$ cat src/rtl/mwt_pkg.sv
package mwt_pkg;
  typedef enum logic [1:0] {
    ST_IDLE = 2'd0,
    ST_LIW  = 2'd1,
    ST_WORD = 2'd2
  } tx_state_t;
endpackage

$ cat src/rtl/mwt_frame_pack.sv
module mwt_frame_pack #(
  parameter int BYTE_W = 8,
  parameter int NBYTES = 4,
  localparam int WORD_W = BYTE_W * NBYTES,
  localparam int FRAME_LEN = NBYTES * (BYTE_W + 1) + BYTE_W + 1
) (
  input  logic [WORD_W-1:0]    word_in,
  input  logic                 prot_in,
  output logic [FRAME_LEN-1:0] frame_out
);
  localparam int COL_BASE = NBYTES * (BYTE_W + 1);

  logic [FRAME_LEN-1:0] raw;
  logic [BYTE_W-1:0]    colp;

  // Rows: data byte followed by its even parity, LSB first
  for (genvar r = 0; r < NBYTES; r++) begin : g_row
    assign raw[r*(BYTE_W+1) +: BYTE_W] = word_in[r*BYTE_W +: BYTE_W];
    assign raw[r*(BYTE_W+1) + BYTE_W]  = ^word_in[r*BYTE_W +: BYTE_W];
  end

  always_comb begin
    colp = '0;
    for (int r = 0; r < NBYTES; r++) begin
      colp = colp ^ word_in[r*BYTE_W +: BYTE_W];
    end
  end

  assign raw[COL_BASE +: BYTE_W] = colp;
  assign raw[FRAME_LEN-1]        = 1'b0;

  assign frame_out = prot_in ? '0 : raw;
endmodule

$ cat src/rtl/mwt_addr_seq.sv
module mwt_addr_seq #(
  parameter int ADDR_W   = 8,
  parameter int MAX_ADDR = 33
) (
  input  logic              clk,
  input  logic              rst,
  input  logic              load,
  input  logic              advance,
  input  logic [ADDR_W-1:0] first_in,
  input  logic [ADDR_W-1:0] last_in,
  output logic [ADDR_W-1:0] cur_addr,
  output logic              at_last
);
  localparam logic [ADDR_W-1:0] MAX_A = ADDR_W'(MAX_ADDR);

  logic [ADDR_W-1:0] first_l, last_l, last_eff;
  logic              rng_ok;

  assign rng_ok   = (first_in <= MAX_A) && (last_in <= MAX_A) && (first_in <= last_in);
  assign last_eff = rng_ok ? last_in : first_in;
  assign at_last  = (cur_addr == last_l);

  always_ff @(posedge clk) begin
    if (rst) begin
      cur_addr <= '0;
      first_l  <= '0;
      last_l   <= '0;
    end else if (load || (advance && at_last)) begin
      cur_addr <= first_in;
      first_l  <= first_in;
      last_l   <= last_eff;
    end else if (advance) begin
      cur_addr <= cur_addr + 1'b1;
    end
  end

  // the word address never leaves the latched range
  assert_addr_in_range_R6: assert property (@(posedge clk) disable iff (rst)
    (cur_addr >= first_l) && (cur_addr <= last_l));
endmodule

$ cat src/rtl/mwt_manch_enc.sv
module mwt_manch_enc #(
  parameter int LEN      = 45,
  parameter int SLOW_BIT = 64,
  parameter int FAST_BIT = 32,
  localparam int CNT_W   = $clog2(SLOW_BIT),
  localparam int IDX_W   = $clog2(LEN)
) (
  input  logic           clk,
  input  logic           rst,
  input  logic           start,
  input  logic           fast,
  input  logic           stop,
  input  logic [LEN-1:0] frame,
  output logic           busy,
  output logic           done,
  output logic           abort,
  output logic           mod_out
);
  localparam logic [CNT_W-1:0] SLOW_M1   = CNT_W'(SLOW_BIT - 1);
  localparam logic [CNT_W-1:0] FAST_M1   = CNT_W'(FAST_BIT - 1);
  localparam logic [CNT_W-1:0] SLOW_HALF = CNT_W'(SLOW_BIT / 2);
  localparam logic [CNT_W-1:0] FAST_HALF = CNT_W'(FAST_BIT / 2);
  localparam logic [IDX_W-1:0] LAST_IDX  = IDX_W'(LEN - 1);

  logic [LEN-1:0]   shreg;
  logic [CNT_W-1:0] cnt, len_m1, half;
  logic [IDX_W-1:0] idx;

  always_ff @(posedge clk) begin
    if (rst) begin
      busy    <= 1'b0;
      done    <= 1'b0;
      abort   <= 1'b0;
      mod_out <= 1'b0;
      shreg   <= '0;
      cnt     <= '0;
      len_m1  <= SLOW_M1;
      half    <= SLOW_HALF;
      idx     <= '0;
    end else begin
      done  <= 1'b0;
      abort <= 1'b0;
      if (start && !busy) begin
        busy    <= 1'b1;
        shreg   <= frame;
        cnt     <= '0;
        idx     <= '0;
        len_m1  <= fast ? FAST_M1 : SLOW_M1;
        half    <= fast ? FAST_HALF : SLOW_HALF;
        mod_out <= 1'b0;
      end else if (busy) begin
        // a one goes low then high, a zero high then low
        mod_out <= (cnt < half) ? ~shreg[0] : shreg[0];
        if (cnt == len_m1) begin
          cnt <= '0;
          if (idx == LAST_IDX) begin
            busy <= 1'b0;
            done <= 1'b1;
          end else if (stop) begin
            busy  <= 1'b0;
            abort <= 1'b1;
          end else begin
            shreg <= shreg >> 1;
            idx   <= idx + 1'b1;
          end
        end else begin
          cnt <= cnt + 1'b1;
        end
      end else begin
        mod_out <= 1'b0;
      end
    end
  end

  // the level flips at every half-bit point
  assert_mid_flip_R5: assert property (@(posedge clk) disable iff (rst)
    (busy && (cnt == half)) |=> (mod_out != $past(mod_out)));

  // the modulator stays quiet while nothing is being sent
  assert_idle_quiet_R10: assert property (@(posedge clk) disable iff (rst)
    (!busy && !$past(busy)) |-> !mod_out);
endmodule

$ cat src/rtl/mwt_word_tx.sv
module mwt_word_tx #(
  parameter int ADDR_W   = 8,
  parameter int MAX_ADDR = 33,
  parameter int BYTE_W   = 8,
  parameter int NBYTES   = 4,
  parameter int SLOW_BIT = 64,
  parameter int FAST_BIT = 32,
  localparam int WORD_W    = BYTE_W * NBYTES,
  localparam int FRAME_LEN = NBYTES * (BYTE_W + 1) + BYTE_W + 1
) (
  input  logic              clk,
  input  logic              rst,
  input  logic              stop,
  input  logic              rate_fast,
  input  logic [ADDR_W-1:0] first_addr,
  input  logic [ADDR_W-1:0] last_addr,
  output logic [ADDR_W-1:0] fetch_addr,
  input  logic [WORD_W-1:0] fetch_data,
  input  logic              fetch_prot,
  output logic              liw_start,
  input  logic              liw_done,
  output logic              mod_out
);
  import mwt_pkg::*;

  tx_state_t            state;
  logic                 liw_two;
  logic                 enc_start, enc_busy, enc_done, enc_abort;
  logic                 load_range, at_last;
  logic [FRAME_LEN-1:0] frame;

  assign load_range = (state == ST_IDLE) && !stop;
  assign enc_start  = (state == ST_LIW) && liw_done && !liw_two && !stop;

  mwt_frame_pack #(.BYTE_W(BYTE_W), .NBYTES(NBYTES)) pack_i (
    .word_in   (fetch_data),
    .prot_in   (fetch_prot),
    .frame_out (frame)
  );

  mwt_addr_seq #(.ADDR_W(ADDR_W), .MAX_ADDR(MAX_ADDR)) seq_i (
    .clk      (clk),
    .rst      (rst),
    .load     (load_range),
    .advance  (enc_done),
    .first_in (first_addr),
    .last_in  (last_addr),
    .cur_addr (fetch_addr),
    .at_last  (at_last)
  );

  mwt_manch_enc #(.LEN(FRAME_LEN), .SLOW_BIT(SLOW_BIT), .FAST_BIT(FAST_BIT)) enc_i (
    .clk     (clk),
    .rst     (rst),
    .start   (enc_start),
    .fast    (rate_fast),
    .stop    (stop),
    .frame   (frame),
    .busy    (enc_busy),
    .done    (enc_done),
    .abort   (enc_abort),
    .mod_out (mod_out)
  );

  always_ff @(posedge clk) begin
    if (rst) begin
      state     <= ST_IDLE;
      liw_two   <= 1'b0;
      liw_start <= 1'b0;
    end else begin
      liw_start <= 1'b0;
      unique case (state)
        ST_IDLE: if (!stop) begin
          state     <= ST_LIW;
          liw_two   <= 1'b1;
          liw_start <= 1'b1;
        end
        ST_LIW: begin
          if (stop) begin
            state <= ST_IDLE;
          end else if (liw_done) begin
            if (liw_two) begin
              liw_two   <= 1'b0;
              liw_start <= 1'b1;
            end else begin
              state <= ST_WORD;
            end
          end
        end
        ST_WORD: begin
          if (enc_abort) begin
            state <= ST_IDLE;
          end else if (enc_done) begin
            if (stop) begin
              state <= ST_IDLE;
            end else begin
              state     <= ST_LIW;
              liw_two   <= at_last;
              liw_start <= 1'b1;
            end
          end
        end
        default: state <= ST_IDLE;
      endcase
    end
  end

  // a window is never requested while a frame is on the air
  assert_liw_not_in_word_R7: assert property (@(posedge clk) disable iff (rst)
    liw_start |-> !enc_busy);

  // a frame only begins right after a completed window
  assert_frame_after_liw_R11: assert property (@(posedge clk) disable iff (rst)
    $rose(enc_busy) |-> $past(liw_done));
endmodule

$ cat config.mk
export PLATFORM = sky130hd
export DESIGN_NAME = mwt_word_tx
export DESIGN_NICKNAME = d
export VERILOG_FILES = /design/src/rtl/mwt_pkg.sv /design/src/rtl/mwt_frame_pack.sv /design/src/rtl/mwt_addr_seq.sv /design/src/rtl/mwt_manch_enc.sv /design/src/rtl/mwt_word_tx.sv
export SDC_FILE = /design/constraint.sdc
export NUM_CORES = 1
export LEC_CHECK = 0
export BUFFER_PORTS_ARGS = -buffer_cell sky130_fd_sc_hd__buf_2
export CORE_ASPECT_RATIO = 0.5
export CORE_MARGIN = 2
export CORE_UTILIZATION = 53
export CTS_CLUSTER_SIZE = 40
export DETAILED_ROUTE_END_ITERATION = 12
export HOLD_SLACK_MARGIN = 0.1
export PLACE_DENSITY = 0.84
export SLEW_MARGIN = 20
export SYNTH_ARGS = -nofsm -noshare
export SYNTH_HDL_FRONTEND = slang
export SYNTH_SLANG_ARGS = --single-unit
$ cat constraint.sdc
create_clock -name clk -period 2 [get_ports clk]
set_input_delay 0.6 -clock clk [delete_from_list [all_inputs] [get_ports clk]]
set_output_delay 0.6 -clock clk [all_outputs]
set_load 0.01 [all_outputs]
==> results of run 1 <==
==> worst max-delay path: stages <==
cell      delay, ps
buf_2            90
inv_1            40
ha_1            280
nand4_1         110
or2_2           340
a21oi_2         260
nand3_1         140
a311oi_1        300
==> synth_stat cells, drive strengths merged, types with 2 or more instances <==
master,n,area (µm²)
nand2,59,221.5
and4b,2,20.02
a21boi,6,45.04
a21o,2,15.01
ha,13,162.7
inv,18,67.56
a21oi,61,309.1
a2bb2oi,3,26.28
dfxtp,82,1642
mux2i,2,20.02
and2,4,25.02
o21ai,24,120.1
a2111oi,2,17.52
a31oi,8,50.05
clkbuf,28,105.1
o41ai,2,17.52
buf,17,111.4
nor2b,5,31.28
nor2,27,106.4
nand4,9,56.30
a211oi,6,45.04
nand2b,4,25.02
or3,2,12.51
nor3,13,70.07
nor4,4,37.53
nor3b,2,15.01
xnor2,45,394.1
or2,3,18.77
xor2,26,227.7
nand3,45,225.2
and3,10,62.56
a311oi,38,476.7
==> power by group through the flow <==
stage                     clock, mW  sequential [mW]  combinational, mW
after detailed placement          0             1.78              0.755
after CTS                      1.57             1.74              0.768
after floorplan                   0             1.78              0.470
after global placement            0             1.77              0.734
final                          1.55             1.74              0.775
after global routing           1.64             1.75              0.838
==> registers in the layout, summed over array words and instances (netlist names) <==
name and count:
enc_i.shreg 44, seq_i.cur_addr 8, seq_i.last_l 8, enc_i.cnt 6, enc_i.idx 6, enc_i.half 2
state 2, enc_i.abort 1, enc_i.busy 1, enc_i.done 1, enc_i.mod_out 1, liw_start 1
liw_two 1
==> per-stage QoR <==
stage               hold slack (ps)  setup TNS [ps]
floorplan                     436.8               0
global placement              445.8           -2325
detailed placement            462.0           -4166
CTS                           469.9               0
global route                  509.6               0
finish                        463.4               0
==> final cells by class <==
cell class	instances	area share (%)
Multi-Input combinational cell	439	51.28
Clock inverter	3	0.2535
Clock buffer	12	4.331
Tap cell	117	2.472
Sequential cell	82	27.72
Inverter	18	1.141
Timing Repair Buffer	112	12.80
==> cell families (layout without fill, tap and decap cells) <==
group | Yosys count | after routing
and+or+nand+nor | 193 | 193
AOI/OAI and AO/OA | 160 | 160
DFF | 82 | 82
xor gates and xnor gates | 71 | 71
buffers and inverters | 63 | 145
adders and majority gates | 13 | 13
muxes | 2 | 2
==> layer usage <==
metal,up-vias,GRT usage (%)
li1,2255,-
met1,2208,31.79
met2,229,43.14
met3,42,6.931
met4,0,12.11
met5,-,0
==> how the worst max path moves through the flow <==
stage                 startpoint         endpoint  cells after the start  slack, ps
2_1_floorplan               stop  enc_i.shreg[43]                      7          4
3_3_place_gp        last_addr[6]  seq_i.last_l[5]                      8       -170
3_5_place_dp        last_addr[5]  seq_i.last_l[3]                      8       -230
4_1_cts             last_addr[5]  seq_i.last_l[3]                      8         80
5_1_grt        seq_i.cur_addr[1]  seq_i.last_l[5]                      5          5
6_report            last_addr[5]  seq_i.last_l[3]                      8         70
==> results.ini, run 1 <==
[detailed_routing]
route.met3.wl_um = 950
met1Wirelength_um = 5575
drt_wl_total_um = 12870
drc = 0
wl_per_cell_um = 16.44
ant_nets = 0
first_iter_violations = 412
dr.pass1.iters = 5
top_layer = met4
vias = 4734
dr_wl_met2_um = 5947
viasPerCell = 6.046

[layout]
diodes = 0
syn2layout_area_growth_pct = 21.02
finalInstanceArea_um2 = 5922
layout_common_cells = dfxtp_1 (82), buf_2 (63), nand2_1 (59)
register_area_um2 = 1642
final_util_pct = 67.08
fillers = 666
fin_nets = 729
drive_above_1_share_pct = 26.13
mostFrequentLayoutCell = dfxtp_1
final_cells = 783
multiInputGateArea_um2 = 3037

[pwr]
total_leakage_power_nw = 2.276
finalPower_mw = 4.072
pwr-share-clk_pct = 38.2
p_int_mw = 2.948
power_density_nw_per_um2 = 687.7
combPwrFrac_pct = 19.0
pwr-share-seq_pct = 42.8
ir_worst_vdd_mv = 0.5345
switching_share_pct = 27.61
p_sw_mw = 1.124

[yosys]
syn_nets = 651
syn_area_per_cell_um2 = 8.379
synthAdderAreaFrac_pct = 3.324
ys_warn_count = 0
synth_xor_area_share_pct = 12.71
synth_top_family_by_area = compound AO/OA/AOI/OAI gates
synthMuxAreaShare_pct = 0.4091
netlist_instances = 584
ys_ff_latch = 82
synth_compound_area_share_pct = 24.34
ys_types = 51
async_reset_ff_share_pct = 0
ys.flop_type = dfxtp_1
netlist_area_um2 = 4893
synthSimpleGateAreaFrac_pct = 19.87
synth_edf_count = 0
ys_seq_area_share_pct = 33.55

[clock_network]
clockBufferDepth = 2
ctsResizeCount = 0
cts_tree = built
cts_num_sinks = 82
cts_made_buffers = 9
clk_latency_ps = 350
hold_buffers = 0
cts_setup_buffers = 0
htreeDepth = 3
cts.reportedPaths.clkPinSlew_ps = 60
clockRootBuffer = clkbuf_16

[setup_path]
r2r_start = enc_i.cnt[0]
ff2ff_setup_slack_ps = 110
crit_path_max_fanout = 6
r2r_cells = 6
required_ps = 2240
cp_data_arrival_time_ps = 2170
crit_type = input port to register
r2r_end = enc_i.shreg[6]
cp-start-kind = input port
crit_path_end_kind = register

[timing]
setup_violations = 0
maxSlewHeadroom_pct = 47.77
layout_setup_ws_ps = 73.20
max_freq_mhz = 519.0
min_period_ps = 1927
slew_violations = 0
rsz0062_at_grt = no
hold_violations = 0
skew_ps = 6.584
tightest_slew_ps = 780.6
fin_crit_sh_pct = 96.34

[placement]
dp_hpwl_um = 8490
post-place-ws_ps = -230.9
placed_area_um2 = 5650
placed_cells = 768
numPortBuffers = 63
place_congestion = 0.8599

[worst_hold_path]
min_path_type = register to register
holdPathEnd = enc_i.half[4]
min_path_cells = 2
hp-start = enc_i.half[4]

[die]
core_um2 = 8828
die_area_um2 = 10060
die_y_um = 71.95
start_util_pct = 55.43
ios = 64
num_rows = 24
die_x_um = 139.9

[grt]
grt_first_pass_wirelength_um = 21090
antenna_found_initial = 0
first_global_vias = 4519
grt_usage_pct = 25.82
gr-total-overflow = 0
grt_max_degree = 69

[status]
status = complete, no violations

[job]
cap_violations = 0

Note: power is estimated with default switching activity, not from simulation.
==> run 2, diff against run 1 <==
--- a/constraint.sdc
+++ b/constraint.sdc
@@ -3,2 +3,2 @@
 set_output_delay 0.6 -clock clk [all_outputs]
-set_load 0.01 [all_outputs]
+set_load 0.05 [all_outputs]
==> run 2 against run 1 <==
  * Worst hold slack better by 6.9 ps
  * Highest routed layer unchanged
  * Via count down 0.63%
  * Global-route usage down 0.33 points
  * Sequential cell count unchanged
  * Non-clock buffer count up 4
  * Sequential share of layout area down 0.39 points
  * Cell count up 0.64%
  * Sequential power about the same
==> results.ini, run 2 (same netlist as run 1, synthesis figures left out) <==
[timing]
hold_slack_ps = 470.3  ; +6.949 ps
min_period_ps = 1890  ; -36.34 ps
setup_violations = 0  ; unchanged
maxSlewHeadroom_pct = 47.30  ; -0.47 points
layout_setup_ws_ps = 109.5  ; +36.34 ps
max_freq_mhz = 529.0  ; +1.9%
slew_violations = 0  ; unchanged
skew_ps = 5.122  ; -1.461 ps
hold_violations = 0  ; unchanged
tightest_slew_ps = 787.6  ; +7.007 ps
fin_crit_sh_pct = 94.52  ; -1.8 points

[layout]
top_regs = enc_i.shreg: 44 flops, seq_i.cur_addr: 8 flops, seq_i.last_l: 8 flops
mostFrequentLayoutCell = dfxtp_1
register_area_um2 = 1644  ; +0.15%
fin_nets = 733  ; +0.55%
syn2layout_area_growth_pct = 22.94
drive_above_1_share_pct = 27.12  ; +1.0 points
layout_common_cells = dfxtp_1 (80), buf_2 (63), nand2_1 (59)
fillers = 680  ; +2.1%
largest_reg_flops = 44  ; unchanged
multiInputGateArea_um2 = 3052  ; +0.49%
diodes = 0  ; unchanged
largest_register = enc_i.shreg

[detailed_routing]
drt_wl_total_um = 12780  ; -0.76%
viasPerCell = 5.970  ; -1.3%
first_iter_violations = 459  ; +11%
drc = 0  ; unchanged
vias = 4704  ; -0.63%
wl_per_cell_um = 16.21  ; -1.4%
ant_nets = 0  ; unchanged
dr.pass1.iters = 5  ; unchanged

[clock_network]
htreeDepth = 3  ; unchanged
cts.reportedPaths.clkPinSlew_ps = 60  ; about the same
cts_num_sinks = 82  ; unchanged
clockBufferDepth = 2  ; unchanged
cts_made_buffers = 9  ; unchanged
clk_latency_ps = 350  ; about the same
cts_tree = built
clockRootBuffer = clkbuf_16
hold_buffers = 0  ; unchanged

[grt]
grtUsageMet3_pct = 6.601  ; -0.33 points
gr-usage-met1_pct = 32.20  ; +0.42 points
gr-total-overflow = 0  ; unchanged
grt_max_degree = 69  ; unchanged
antenna_found_initial = 0  ; unchanged
grt_usage_pct = 25.50  ; -0.33 points
busiest_layer = met2
first_global_vias = 4439  ; -1.8%
grtUsageMet2_pct = 43.52  ; +0.38 points
grt_first_pass_wirelength_um = 20760  ; -1.5%

[placement]
place_congestion = 0.8794  ; +2.3%
post-place-ws_ps = -252.7  ; -21.82 ps
dp_hpwl_um = 8494  ; about the same
numPortBuffers = 63  ; unchanged

[setup_path]
crit_type = register to register
r2r_cells = 6  ; unchanged
cp-endpoint = enc_i.shreg[27]
r2r_end = enc_i.shreg[27]
crit_path_max_fanout = 11  ; +5
cp_data_arrival_time_ps = 2110  ; -60 ps
r2r_start = enc_i.cnt[0]
ff2ff_setup_slack_ps = 110  ; about the same
crit_path_end_kind = register
startpoint = enc_i.cnt[0]
required_ps = 2220  ; -20 ps
cp-start-kind = register

[pwr]
ir_worst_vdd_mv = 0.4282  ; -20%
power_density_nw_per_um2 = 712.5  ; +3.6%
total_leakage_power_nw = 2.323  ; +2.1%
finalPower_mw = 4.287  ; +5.3%

[die]
die_x_um = 139.9  ; unchanged
num_rows = 24  ; unchanged
core_um2 = 8828  ; unchanged
start_util_pct = 55.43  ; unchanged
die_area_um2 = 10060  ; unchanged
die_y_um = 71.95  ; unchanged
ios = 64  ; unchanged

[job]
cap_violations = 0  ; unchanged

[status]
status = complete, no violations

[worst_hold_path]
min_path_type = register to register

==> run 2: area by class of cell <==
class | instances | area share [%]
clock buffers | 11 | 4.201
clock inverters | 5 | 0.8735
inverters | 18 | 1.123
multi-input cells | 439 | 50.73
flip-flops and latches | 82 | 27.33
well taps | 117 | 2.433
repair buffers | 116 | 13.31
==> run 2: per-stage QoR <==
step	utilization (%)	std cells	cell area [µm²]	TNS [ps]
after floorplan	-	584	4960	0
after global placement	64.00	766	5650	-1958
after detailed placement	64.00	766	5650	-2640
after CTS	67.46	782	5956	0
after global routing	68.14	788	6016	-25.34
final	68.14	788	6016	0
==> run 2: per-layer routing <==
layer / vias to the layer above / wire [µm] / share of wire [%]
li1: 2262 / - / -
met4: 0 / 201 / 1.6
met5: - / 0 / 0
met1: 2235 / 5724 / 45
met2: 177 / 6056 / 47
met3: 30 / 793 / 6.2
==> run 2: where the power goes <==
group / total [mW] / internal (mW) / switching [mW]
logic: 0.819 / 0.355 / 0.464
registers: 1.74 / 1.70 / 0.0487
clock network: 1.72 / 1.03 / 0.695
total: 4.29 / 3.08 / 1.21
==> run 2: worst min-delay path by stage <==
| stage | startpoint | end | slack (ps) | cells past startpoint |
|---|---|---|---|---|
| finish | enc_i.half[4] | enc_i.half[4] | 470 | 2 |
| global route | enc_i.half[4] | enc_i.half[4] | 490 | 2 |
| CTS | enc_i.half[4] | enc_i.half[4] | 470 | 2 |
| detailed placement | enc_i.half[4] | enc_i.half[4] | 460 | 2 |
| global placement | enc_i.half[4] | enc_i.half[4] | 450 | 2 |
| floorplan | enc_i.half[4] | enc_i.half[4] | 440 | 2 |
==> run 2: timing repair <==
action                                  CTS  global route
endpoints found under the setup margin    0            19
gates resized for setup                   0             3
buffers inserted                          0             6
==> run 2: worst max-delay path: stages, from the launching register on <==
cell,delay (ps)
dfxtp_1,370
ha_1,200
nand4_1,210
nor2_4,280
buf_4,220
nand3_1,110
a311oi_1,370
